### src/rtl/gdt_pkg.sv
package gdt_pkg;

    localparam int PRE_W  = 8;
    localparam int TAP_W  = $clog2(PRE_W);
    localparam int NFLAG  = 3;

    localparam int FLG_TERM = 0;
    localparam int FLG_GATE = 1;
    localparam int FLG_WRAP = 2;

    typedef enum logic [1:0] {
        ST_HOLD  = 2'd0,
        ST_COUNT = 2'd1,
        ST_PAUSE = 2'd2
    } run_state_e;

    // packed msb first: tap[9:7], src[6], run[5], pre_sel[4], gate_en[3], mask[2:0]
    typedef struct packed {
        logic [TAP_W-1:0] tap;
        logic             src_ext;
        logic             run_en;
        logic             pre_sel;
        logic             gate_en;
        logic [NFLAG-1:0] mask;
    } ctrl_t;

    localparam int CTRL_W = $bits(ctrl_t);

endpackage

### src/rtl/gdt_sync.sv
module gdt_sync #(
    parameter int   W       = 1,
    parameter int   STAGES  = 2,
    parameter logic RST_VAL = 1'b0
) (
    input  logic         clk,
    input  logic         rst_n,
    input  logic [W-1:0] d,
    output logic [W-1:0] q
);
    logic [STAGES-1:0][W-1:0] stg;

    always_ff @(posedge clk or negedge rst_n) begin
        if (!rst_n) begin
            stg <= {(STAGES*W){RST_VAL}};
        end else begin
            stg[0] <= d;
            for (int i = 1; i < STAGES; i++) begin
                stg[i] <= stg[i-1];
            end
        end
    end

    assign q = stg[STAGES-1];
endmodule

### src/rtl/gdt_runctl.sv
module gdt_runctl
    import gdt_pkg::*;
(
    input  logic clk,
    input  logic rst_n,
    input  logic run_en,
    input  logic gate_en,
    input  logic gate_n_s,
    output logic run,
    output logic gate_fall
);
    run_state_e st, st_nx;
    logic       blocked;
    logic       gate_q;

    assign blocked = gate_en & gate_n_s;

    always_comb begin
        st_nx = st;
        unique case (st)
            ST_HOLD: begin
                if (run_en && blocked)       st_nx = ST_PAUSE;
                else if (run_en)             st_nx = ST_COUNT;
            end
            ST_COUNT: begin
                if (!run_en)                 st_nx = ST_HOLD;
                else if (blocked)            st_nx = ST_PAUSE;
            end
            ST_PAUSE: begin
                if (!run_en)                 st_nx = ST_HOLD;
                else if (!blocked)           st_nx = ST_COUNT;
            end
            default:                         st_nx = ST_HOLD;
        endcase
    end

    always_ff @(posedge clk or negedge rst_n) begin
        if (!rst_n) st <= ST_HOLD;
        else        st <= st_nx;
    end

    always_comb begin
        run = (st == ST_COUNT);
    end

    always_ff @(posedge clk or negedge rst_n) begin
        if (!rst_n) gate_q <= 1'b1;
        else        gate_q <= gate_n_s;
    end

    assign gate_fall = gate_en & gate_q & ~gate_n_s;


    stop_hold_chk: assert property (@(posedge clk) disable iff (!rst_n)
        !run_en |=> !run);


    gate_block_chk: assert property (@(posedge clk) disable iff (!rst_n)
        (gate_en && gate_n_s) |=> !run);
endmodule

### src/rtl/gdt_clkgen.sv
module gdt_clkgen
    import gdt_pkg::*;
(
    input  logic             clk,
    input  logic             rst_n,
    input  logic             run,
    input  logic             src_ext,
    input  logic             pre_sel,
    input  logic [TAP_W-1:0] tap,
    input  logic             tin_s,
    output logic             ctr_tick
);
    logic             div2;
    logic             gclk_q;
    logic             tap_q;
    logic [PRE_W-1:0] pre;
    logic             sel_clk, gclk, clk_edge, tap_bit, tap_edge;

    always_ff @(posedge clk or negedge rst_n) begin
        if (!rst_n) div2 <= 1'b0;
        else        div2 <= ~div2;
    end

    assign sel_clk  = src_ext ? tin_s : div2;
    // a disabled clock is forced high so no rising edge can appear
    assign gclk     = sel_clk | ~run;
    assign clk_edge = run & gclk & ~gclk_q;

    always_ff @(posedge clk or negedge rst_n) begin
        if (!rst_n) begin
            gclk_q <= 1'b1;
            pre    <= '0;
            tap_q  <= 1'b0;
        end else begin
            gclk_q <= gclk;
            if (clk_edge) pre <= pre - 1'b1;
            tap_q  <= tap_bit;
        end
    end

    assign tap_bit  = pre[tap];
    assign tap_edge = run & tap_bit & ~tap_q;
    assign ctr_tick = pre_sel ? tap_edge : clk_edge;


    pre_hold_chk: assert property (@(posedge clk) disable iff (!rst_n)
        !run |=> $stable(pre));
endmodule

### src/rtl/gdt_counter.sv
module gdt_counter #(
    parameter int CNT_W = 16
) (
    input  logic             clk,
    input  logic             rst_n,
    input  logic             load,
    input  logic [CNT_W-1:0] load_val,
    input  logic             tick,
    output logic             tc_evt,
    output logic             wrap_evt,
    output logic             tout
);
    localparam logic [CNT_W-1:0] CNT_ONE = CNT_W'(1);

    logic [CNT_W-1:0] cnt;
    logic [CNT_W-1:0] preload;

    assign tc_evt   = tick & ~load & (cnt == CNT_ONE);
    assign wrap_evt = tick & ~load & (cnt == '0);

    always_ff @(posedge clk or negedge rst_n) begin
        if (!rst_n) begin
            cnt     <= '0;
            preload <= '0;
            tout    <= 1'b0;
        end else if (load) begin
            cnt     <= load_val;
            preload <= load_val;
        end else if (tick) begin
            if (cnt == CNT_ONE) begin
                cnt  <= preload;
                tout <= ~tout;
            end else begin
                cnt  <= cnt - 1'b1;
            end
        end
    end


    cnt_hold_chk: assert property (@(posedge clk) disable iff (!rst_n)
        (!tick && !load) |=> $stable(cnt));


    reload_chk: assert property (@(posedge clk) disable iff (!rst_n)
        tc_evt |=> (cnt == $past(preload)));


    tout_flip_chk: assert property (@(posedge clk) disable iff (!rst_n)
        tc_evt |=> (tout != $past(tout)));


    wrap_chk: assert property (@(posedge clk) disable iff (!rst_n)
        wrap_evt |=> (cnt == {CNT_W{1'b1}}));
endmodule

### src/rtl/gdt_flags.sv
module gdt_flags
    import gdt_pkg::*;
(
    input  logic             clk,
    input  logic             rst_n,
    input  logic [NFLAG-1:0] set,
    input  logic             clr_we,
    input  logic [NFLAG-1:0] clr_mask,
    input  logic [NFLAG-1:0] mask,
    output logic [NFLAG-1:0] flags,
    output logic             irq
);
    generate
        for (genvar i = 0; i < NFLAG; i++) begin : g_flag
            logic f_q;
            always_ff @(posedge clk or negedge rst_n) begin
                if (!rst_n) f_q <= 1'b0;
                else        f_q <= set[i] | (f_q & ~(clr_we & clr_mask[i]));
            end
            assign flags[i] = f_q;


            set_wins_chk: assert property (@(posedge clk) disable iff (!rst_n)
                set[i] |=> f_q);


            clear_chk: assert property (@(posedge clk) disable iff (!rst_n)
                (clr_we && clr_mask[i] && !set[i]) |=> !f_q);
        end
    endgenerate

    assign irq = |(flags & mask);


    polling_chk: assert property (@(posedge clk) disable iff (!rst_n)
        (mask == '0) |-> !irq);
endmodule

### src/rtl/gated_down_timer.sv
module gated_down_timer
    import gdt_pkg::*;
#(
    parameter int CNT_W       = 16,
    parameter int SYNC_STAGES = 2
) (
    input  logic             clk,
    input  logic             rst_n,
    input  logic             ctl_we,
    input  logic             ctl_sel,
    input  logic [CNT_W-1:0] ctl_wdata,
    input  logic             sts_clr_we,
    input  logic [NFLAG-1:0] sts_clr_mask,
    output logic [NFLAG-1:0] sts_flags,
    input  logic             tmr_in,
    input  logic             gate_n,
    output logic             tmr_out,
    output logic             irq
);
    ctrl_t            ctrl;
    logic             tin_s, gate_n_s;
    logic             run, gate_fall, ctr_tick;
    logic             tc_evt, wrap_evt;
    logic             load;
    logic [NFLAG-1:0] set;

    always_ff @(posedge clk or negedge rst_n) begin
        if (!rst_n)                  ctrl <= '0;
        else if (ctl_we && !ctl_sel) ctrl <= ctrl_t'(ctl_wdata[CTRL_W-1:0]);
    end

    assign load = ctl_we & ctl_sel;

    gdt_sync #(.W(1), .STAGES(SYNC_STAGES), .RST_VAL(1'b0)) u_sync_tin (
        .clk(clk), .rst_n(rst_n), .d(tmr_in), .q(tin_s)
    );

    gdt_sync #(.W(1), .STAGES(SYNC_STAGES), .RST_VAL(1'b1)) u_sync_gate (
        .clk(clk), .rst_n(rst_n), .d(gate_n), .q(gate_n_s)
    );

    gdt_runctl u_runctl (
        .clk(clk), .rst_n(rst_n),
        .run_en(ctrl.run_en), .gate_en(ctrl.gate_en), .gate_n_s(gate_n_s),
        .run(run), .gate_fall(gate_fall)
    );

    gdt_clkgen u_clkgen (
        .clk(clk), .rst_n(rst_n), .run(run),
        .src_ext(ctrl.src_ext), .pre_sel(ctrl.pre_sel), .tap(ctrl.tap),
        .tin_s(tin_s), .ctr_tick(ctr_tick)
    );

    gdt_counter #(.CNT_W(CNT_W)) u_counter (
        .clk(clk), .rst_n(rst_n),
        .load(load), .load_val(ctl_wdata), .tick(ctr_tick),
        .tc_evt(tc_evt), .wrap_evt(wrap_evt), .tout(tmr_out)
    );

    always_comb begin
        set           = '0;
        set[FLG_TERM] = tc_evt;
        set[FLG_GATE] = gate_fall;
        set[FLG_WRAP] = wrap_evt;
    end

    gdt_flags u_flags (
        .clk(clk), .rst_n(rst_n),
        .set(set), .clr_we(sts_clr_we), .clr_mask(sts_clr_mask),
        .mask(ctrl.mask), .flags(sts_flags), .irq(irq)
    );
endmodule

### config.mk
export PLATFORM = sky130hd
export DESIGN_NAME = gated_down_timer
export DESIGN_NICKNAME = d
export VERILOG_FILES = /design/src/rtl/gdt_pkg.sv /design/src/rtl/gdt_sync.sv /design/src/rtl/gdt_runctl.sv /design/src/rtl/gdt_clkgen.sv /design/src/rtl/gdt_counter.sv /design/src/rtl/gdt_flags.sv /design/src/rtl/gated_down_timer.sv
export SDC_FILE = /design/constraint.sdc
export NUM_CORES = 1
export LEC_CHECK = 0
export ABC_AREA = 1
export ABC_CLOCK_PERIOD_IN_PS = 1800
export BUFFER_PORTS_ARGS = -buffer_cell sky130_fd_sc_hd__buf_2
export CORE_ASPECT_RATIO = 1.1
export CORE_MARGIN = 3
export CORE_UTILIZATION = 40
export CTS_CLUSTER_DIAMETER = 120
export CTS_CLUSTER_SIZE = 20
export DETAILED_ROUTE_END_ITERATION = 16
export PLACE_DENSITY = 0.55
export SYNTH_ARGS = -nofsm -noshare
export SYNTH_HDL_FRONTEND = slang
export SYNTH_SLANG_ARGS = --single-unit
### constraint.sdc
create_clock -name clk -period 1.8 [get_ports clk]
set_input_delay 0.36 -clock clk [delete_from_list [all_inputs] [get_ports clk]]
set_output_delay 0.36 -clock clk [all_outputs]
set_load 0.01 [all_outputs]
==> qor.log, run 1 <==
INFO  routing        route.final.wire_length=7470µm
INFO  routing        drt_pre_antenna_iters=4
INFO  synthesis      yosysTopAreaCellShare=0.443
INFO  routing        drtAntennaViolNets=0
INFO  synthesis      area_fraction_in_compound_gates_after_synthesis=0.0417
INFO  floorplanning  die_w=93.8µm
INFO  placement      place.port_buffers=30
INFO  setup_path     most_repeated_library_cell_on_the_critical_path=nand2_1
INFO  setup_path     critPathArrivalTime=1.89ns
INFO  final_layout   nets=505
INFO  sta            final_critical_path_setup_slack=0.146ns
INFO  global_route   grt_max_degree=35
INFO  clock_network  ctsRootBufferMaster=clkbuf_8
INFO  placement      gp_congestion=0.844
INFO  clock_network  cts_buffer_depth=2
INFO  sta            final-max-slew-violation-count=0
INFO  floorplanning  pin_count=31
INFO  setup_path     critical-path-slowest-cell=dfrtp_1
INFO  final_layout   post-route-util=0.485
INFO  final_layout   layout.cells.most_common_list=nand2_1 (185), dfrtp_1 (60), inv_1 (39)
INFO  global_route   first_pass_grt_wire_length=12800µm
INFO  final_layout   n_fill_cell=814
INFO  sta            relative_slew_slack=0.645
INFO  setup_path     critPathTopFamily=simple AND/OR/NAND/NOR gates
INFO  final_layout   share_of_post_route_cells_with_drive_strength_above_1=0.194
INFO  synthesis      post_synth_fa_ha_maj_area_fraction=0.0148
INFO  sta            tightestPinTransition=0.533ns
INFO  setup_path     critical_path.cell_chain=nor2_2 -> nand2_2 -> nor2_4 -> nand3_4 -> nand2_4 -> nand2_1 -> nand2_1 -> nand2_1 -> nand2_1 -> nand2_1
INFO  final_layout   antenna_cells=0
INFO  setup_path     timing.critical_path.buf_inv=0
INFO  global_route   globalRouteOverflowTotal=0
INFO  setup_path     critPathLaunchType=flip-flop
INFO  synthesis      synthCells=434
INFO  final_layout   sequential_cell_area=1610µm²
INFO  routing        avgRoutedWirePerCell=12.7µm
INFO  sta            post_route_clock_period_utilization=0.919
INFO  routing        vias_per_cell=4.68
INFO  clock_network  clk_pin_slew_worst_paths=0.08ns
INFO  synthesis      syn-num-nets=464
INFO  sta            max_freq=604MHz
INFO  global_route   number_of_global_route_vias_before_repair=2682
INFO  global_route   grt_util_overall=0.172
INFO  floorplanning  core=8080µm²
INFO  synthesis      synthesis.yosys.warnings=0
INFO  synthesis      synth_area_leader_cell=dfrtp_1
INFO  clock_network  clock_insertion_delay_worst_skew=0.34ns
INFO  clock_network  ctsHtreeMaxLevel=3
INFO  synthesis      yosys_register_bits=64
INFO  placement      dp_worst_setup_slack=0.106ns
INFO  final_layout   instances_no_fill=588
INFO  power_and_ir_drop power_density=1340nW/µm²
INFO  floorplanning  floorplan.initialDensity=0.420
INFO  synthesis      synth_top_family_by_area=simple AND/OR/NAND/NOR gates
INFO  synthesis      synth_area_leaders=dfrtp_1 (44%), nand2_1 (20%), inv_1 (4.3%)
INFO  synthesis      post_synth_and_or_nand_nor_area_fraction=0.347
INFO  floorplanning  fp.dieArea=9620µm²
INFO  synthesis      synth.avg_cell_area=7.82µm²
INFO  synthesis      synth_mux_area_frac=0.0166
INFO  routing        post-route-drc-count=0
INFO  clock_network  cts_made_buffers=9
INFO  sta            rsz0062_at_grt=false
INFO  sta            setup_skew_after_layout=0.0117ns
INFO  sta            finalSetupViolCount=0
INFO  final_layout   area_growth_syn_to_layout=15.6%
INFO  sta            final_layout_setup_total_negative_slack=0ns
INFO  setup_path     worstSetupPathType=reg2reg
INFO  global_route   grt_antenna_before_repair=0
INFO  routing        dr.first_iter.drc_count=114
INFO  synthesis      ys_types=31
INFO  synthesis      synthXorXnorAreaFrac=0.0336
INFO  clock_network  cts_tree=built
INFO  setup_path     critical_path.max_fanout=16
INFO  synthesis      yosysSeqAreaShare=0.474
INFO  setup_path     timing.critical_path.slowest_cell_delay=0.45ns
INFO  floorplanning  placementRows=34
INFO  floorplanning  chipHeight=103µm
INFO  setup_path     crit_required=2.03ns
INFO  routing        routed-via-count=2754
INFO  placement      place.detailed.hpwl=5410µm
INFO  placement      place_inst=569
INFO  clock_network  clock_sinks=64
INFO  final_layout   multi_input_comb_area=1550µm²
INFO  final_layout   layout_commonest_cell=nand2_1
INFO  run_status     run_status=finished, final reports clean
INFO  power_and_ir_drop power.leakage=2.11nW
INFO  setup_path     end_kind=flip-flop
INFO  flow_run       count_of_max_cap_constraint_violations=0
INFO  sta            period_minus_slack=1.65ns
INFO  power_and_ir_drop power.ir.vdd_worst=429µV
INFO  sta            timing.final.hold_violations=0
INFO  sta            hold_slack=0.111ns
INFO  min_path       timing.hold.worst.class=in2reg
INFO  synthesis      netlist_area=3390µm²
## repair_timing
action,4_1_cts,5_1_grt
buffers inserted,0,2
endpoints found under the setup margin,0,5
hold buffers,1,0
gates resized for setup,0,1
hold endpoints to repair,8,0
## final timing paths
kind,from,to,slack (ns),cells after the start
worst min-delay path,gate_n,u_sync_gate.stg[0]$_DFF_PN1_,0.11,1
min in group asynchronous,rst_n,u_flags.g_flag[1].f_q$_DFF_PN0_,0.53,2
worst max-delay path,u_counter.cnt[7]$_DFFE_PN0P_,u_counter.cnt[13]$_DFFE_PN0P_,0.15,10
max in group asynchronous,rst_n,u_counter.cnt[13]$_DFFE_PN0P_,0.76,3
worst max register to register,u_counter.cnt[7]$_DFFE_PN0P_,u_counter.cnt[13]$_DFFE_PN0P_,0.15,10
worst min register to register,u_sync_gate.stg[0]$_DFF_PN1_,u_sync_gate.q$_DFF_PN1_,0.36,0
## cell usage after synthesis
library cell  count
nand2_1         185
dfrtp_1          60
inv_1            39
nand3_1          25
nor2_1           24
o21ai_0          22
xor2_1           10
nand2_2           7
mux2_2            5
nand3_2           5
nand4_1           5
dfstp_2           4
ha_1              4
nor2_2            4
nor2_4            4
a21oi_1           3
buf_4             3
buf_6             3
inv_2             3
nand3b_1          3
xnor2_1           3
buf_2             2
clkbuf_1          2
nand3_4           2
and2_1            1
buf_1             1
clkinv_1          1
inv_4             1
nor3_2            1
o21a_1            1
o21ai_2           1
## state kept, by name, indices dropped and copies added, names as in the netlist, 2 cells and up
register            cells
ctrl                   10
u_clkgen.pre            8
u_counter.cnt          16
u_counter.preload      16
u_flags.g_flag.f_q      3
u_runctl.st             2
## layout make-up
type	instances	share of cell area
clock buffers	10	0.0351
clock inverters	6	0.0112
inverters	44	0.0428
multi-input cells	315	0.394
flip-flops and latches	64	0.410
well taps	108	0.0345
repair buffers	41	0.0728
## report_power, final
group / leakage (nW) / switching [mW] / total, mW / internal, mW
registers: 0.788 / 0.314 / 2.11 / 1.79
logic: 1.23 / 1.22 / 1.99 / 0.768
clock network: 0.0926 / 0.606 / 1.15 / 0.542
total: 2.11 / 2.14 / 5.25 / 3.10
## layer usage
layer  vias to the layer above  GRT usage  routed length, µm
met5                         -          0                  0
met4                         0     0.0611                 77
met3                         7     0.0438                280
met2                        49      0.280               3600
met1                      1274      0.223               3510
li1                       1424          -                  -
## stage by stage
stage	power, mW	instance area, µm²
floorplan	3.64	3390
global placement	4.09	3710
detailed placement	4.13	3710
CTS	5.30	3900
global route	5.73	3920
finish	5.25	3920
## logic make-up (layout without fill, tap and decap cells)
family / after synthesis / in the layout
AOI/OAI and AO/OA: 27 / 27
xor gates and xnor gates: 13 / 13
adders and majority gates: 4 / 4
buffers and inverters: 55 / 101
DFF: 64 / 64
muxes: 5 / 5
and+or+nand+nor: 266 / 266
Note: power is estimated with default switching activity, not from simulation.
==> inputs of run 2 (changes only) <==
Settings changed: CORE_UTILIZATION 40 to 45, PLACE_DENSITY 0.55 to 0.61.
==> qor.log, run 2 (synthesis results as in run 1) <==
INFO  routing        drt_pre_antenna_iters=4 [unchanged]
INFO  sta            setup_skew_after_layout=0.00639ns [-0.00531 ns]
INFO  setup_path     timing.critical_path.slowest_cell_delay=0.40ns [-0.05 ns]
INFO  sta            rsz0062_at_grt=false
INFO  floorplanning  floorplan.initialDensity=0.473 [+0.0536]
INFO  setup_path     cp.depth=11 [+1]
INFO  routing        route.final.wire_length=7160µm [-4.2%]
INFO  setup_path     setup.worst_path.start=u_counter.cnt[0]$_DFFE_PN0P_
INFO  power_and_ir_drop power.leakage=2.13nW [+1.1%]
INFO  power_and_ir_drop power_switching=2.09mW [-2.4%]
INFO  setup_path     rr_endpoint=u_counter.cnt[14]$_DFFE_PN0P_
INFO  global_route   number_of_global_route_vias_before_repair=2711 [+1.1%]
INFO  setup_path     ff2ff_path_depth=11 [+1]
INFO  setup_path     worstReg2RegStart=u_counter.cnt[0]$_DFFE_PN0P_
INFO  global_route   grt_antenna_before_repair=0 [unchanged]
INFO  global_route   use_met2=0.284 [+0.00383]
INFO  clock_network  clock_sinks=64 [unchanged]
INFO  setup_path     most_repeated_library_cell_on_the_critical_path=nand2_1
INFO  global_route   grt_met3_usage=0.0322 [-0.0116]
INFO  global_route   first_pass_grt_wire_length=12300µm [-3.4%]
INFO  power_and_ir_drop comb_power_share=0.360 [-0.020]
INFO  sta            post_route_clock_period_utilization=0.896 [-0.0234]
INFO  global_route   grt.busiest_layer=met2
INFO  sta            final-max-slew-violation-count=0 [unchanged]
INFO  setup_path     crit_required=2.03ns [about the same]
INFO  setup_path     worst_setup_path_endpoint=u_counter.cnt[14]$_DFFE_PN0P_
INFO  clock_network  cts_buffer_depth=2 [unchanged]
INFO  global_route   globalRouteMet1Util=0.242 [+0.0187]
INFO  final_layout   nets=509 [+0.79%]
INFO  floorplanning  core=7170µm² [-11%]
INFO  setup_path     timing.critical_path.buf_inv=2 [+2]
INFO  global_route   grt_util_overall=0.180 [+0.00846]
INFO  clock_network  ctsHtreeMaxLevel=3 [unchanged]
INFO  sta            timing.final.hold_violations=0 [unchanged]
INFO  floorplanning  die_w=88.8µm [-5.4%]
INFO  final_layout   instances_no_fill=569 [-3.2%]
INFO  clock_network  cts_tree=built
INFO  setup_path     critPathLaunchType=flip-flop
INFO  final_layout   biggest_registers_after_layout=u_counter.cnt (16), u_counter.preload (16), ctrl (10)
INFO  power_and_ir_drop power.total=5.47mW [+4.2%]
INFO  power_and_ir_drop clockPowerShare=0.255 [+0.036]
INFO  floorplanning  fp.dieArea=8620µm² [-10%]
INFO  placement      place_inst=547 [-3.9%]
INFO  final_layout   share_of_post_route_cells_with_drive_strength_above_1=0.196 [+0.00253]
INFO  sta            max_freq=620MHz [+2.6%]
INFO  floorplanning  chipHeight=97.1µm [-5.4%]
INFO  final_layout   area_growth_syn_to_layout=16.0%
INFO  setup_path     critPathArrivalTime=1.84ns [-0.05 ns]
INFO  clock_network  ctsRootBufferMaster=clkbuf_8
INFO  routing        dr.first_iter.drc_count=101 [-11%]
INFO  routing        avgRoutedWirePerCell=12.6µm [-0.97%]
INFO  clock_network  clk_pin_slew_worst_paths=0.07ns [about the same]
INFO  placement      gp_congestion=0.843 [-0.12%]
INFO  sta            relative_slew_slack=0.664 [+0.0192]
INFO  routing        drtAntennaViolNets=0 [unchanged]
INFO  setup_path     worstSetupPathType=reg2reg
INFO  floorplanning  placementRows=32 [-5.9%]
INFO  final_layout   layout_commonest_cell=nand2_1
INFO  power_and_ir_drop power_density=1390nW/µm² [+3.9%]
INFO  clock_network  clock_insertion_delay_worst_skew=0.34ns [about the same]
INFO  floorplanning  pin_count=31 [unchanged]
INFO  routing        vias_per_cell=4.92 [+5.1%]
INFO  setup_path     timing.reg2reg.setup_slack=0.19ns [+0.04 ns]
INFO  global_route   globalRouteOverflowTotal=0 [unchanged]
INFO  setup_path     end_kind=flip-flop
INFO  power_and_ir_drop internal_power_component=3.38mW [+8.8%]
INFO  placement      place.port_buffers=30 [unchanged]
INFO  clock_network  post_cts.resized_instances=0 [unchanged]
INFO  final_layout   layout.cells.most_common_list=nand2_1 (185), dfrtp_1 (60), inv_1 (39)
INFO  sta            tightestPinTransition=0.504ns [-0.0288 ns]
INFO  setup_path     critical_path.max_fanout=5 [-11]
INFO  final_layout   antenna_cells=0 [unchanged]
INFO  min_path       timing.hold.worst.class=in2reg
INFO  clock_network  cts_made_buffers=9 [unchanged]
INFO  power_and_ir_drop share_of_total_power_in_sequential_cells=0.386 [-0.016]
INFO  sta            finalSetupViolCount=0 [unchanged]
INFO  run_status     run_status=finished, final reports clean
INFO  routing        routed-via-count=2800 [+1.7%]
INFO  setup_path     critical_path.cell_chain=inv_1 -> ha_1 -> nand3_1 -> inv_1 -> nand2_1 -> nand2_1 -> nand3_2 -> nand2_1 -> nand2_1 -> nand2_1 -> nand2_1
INFO  power_and_ir_drop net_switching_fraction_of_the_power=0.383 [-0.0260]
INFO  setup_path     critPathTopFamily=simple AND/OR/NAND/NOR gates
INFO  placement      place.detailed.hpwl=5240µm [-3.1%]
INFO  setup_path     critical-path-slowest-cell=dfrtp_1
INFO  routing        post-route-drc-count=0 [unchanged]
INFO  flow_run       count_of_max_cap_constraint_violations=0 [unchanged]
INFO  global_route   grt_max_degree=24 [-31%]
INFO  sta            period_minus_slack=1.61ns [-0.0422 ns]
INFO  sta            final_layout_setup_total_negative_slack=0ns [unchanged]
INFO  power_and_ir_drop power.ir.vdd_worst=569µV [+33%]
run 2: cell types whose count changed in the layout (fill, tap and decap cells not counted), sizes merged:
| cell | previous run | this run |
|---|---|---|
| clkinv | 5 | 3 |
| clkbuf | 10 | 12 |
| buf | 40 | 44 |
| bufinv | 0 | 2 |
| inv | 44 | 43 |
| clkinvlp | 1 | 0 |
run 2: worst min path at each step:
stage	to	depth (start not counted)	startpoint	slack, ns
floorplan	ctrl[0]$_DFFE_PN0P_	0	rst_n	0.06
global placement	u_flags.g_flag[1].f_q$_DFF_PN0_	1	rst_n	0.35
detailed placement	u_sync_tin.q$_DFF_PN0_	0	u_sync_tin.stg[0]$_DFF_PN0_	0.34
CTS	u_sync_gate.stg[0]$_DFF_PN1_	1	gate_n	0.1
global route	u_sync_gate.stg[0]$_DFF_PN1_	1	gate_n	0.10
finish	u_sync_gate.stg[0]$_DFF_PN1_	1	gate_n	0.11
run 2: area by class of cell:
class	count	area, µm²
Tap cell	85	106
Clock inverter	4	77.6
Timing Repair Buffer	45	290
Clock buffer	12	145
Inverter	44	168
Multi-Input combinational cell	315	1540
Fill cell	717	3230
Sequential cell	64	1610
run 2: per-stage QoR:
| step | worst slack (ns) | hold WS [ns] | utilization | cell area (µm²) |
|---|---|---|---|---|
| global placement | 0.168 | 0.346 | 0.511 | 3660 |
| CTS | 0.150 | 0.0989 | 0.544 | 3900 |
| finish | 0.188 | 0.113 | 0.549 | 3930 |
| floorplan | 0.430 | 0.0644 | - | 3390 |
| detailed placement | 0.175 | 0.337 | 0.511 | 3660 |
| global route | 0.0254 | 0.104 | 0.549 | 3930 |
run 2: repair_timing:
item                                   4_1_cts  5_1_grt
setup endpoints to repair                    0        4
endpoints found under the hold margin       15        0
hold buffers                                 1        0
buffers inserted                             0        5
run 2: power by group through the flow:
stage / logic, mW / clock network (mW) / registers [mW]
6_report: 1.97 / 1.39 / 2.11
5_1_grt: 2.30 / 1.50 / 2.16
4_1_cts: 1.98 / 1.43 / 2.11
3_5_place_dp: 1.97 / 0 / 2.13
3_3_place_gp: 1.93 / 0 / 2.12
2_1_floorplan: 1.59 / 0 / 2.05
run 2: routing by layer:
metal | share of wire | vias to the layer above
met2 | 0.47 | 37
met1 | 0.49 | 1316
met3 | 0.032 | 8
met5 | 0 | -
met4 | 0.015 | 0
li1 | - | 1439
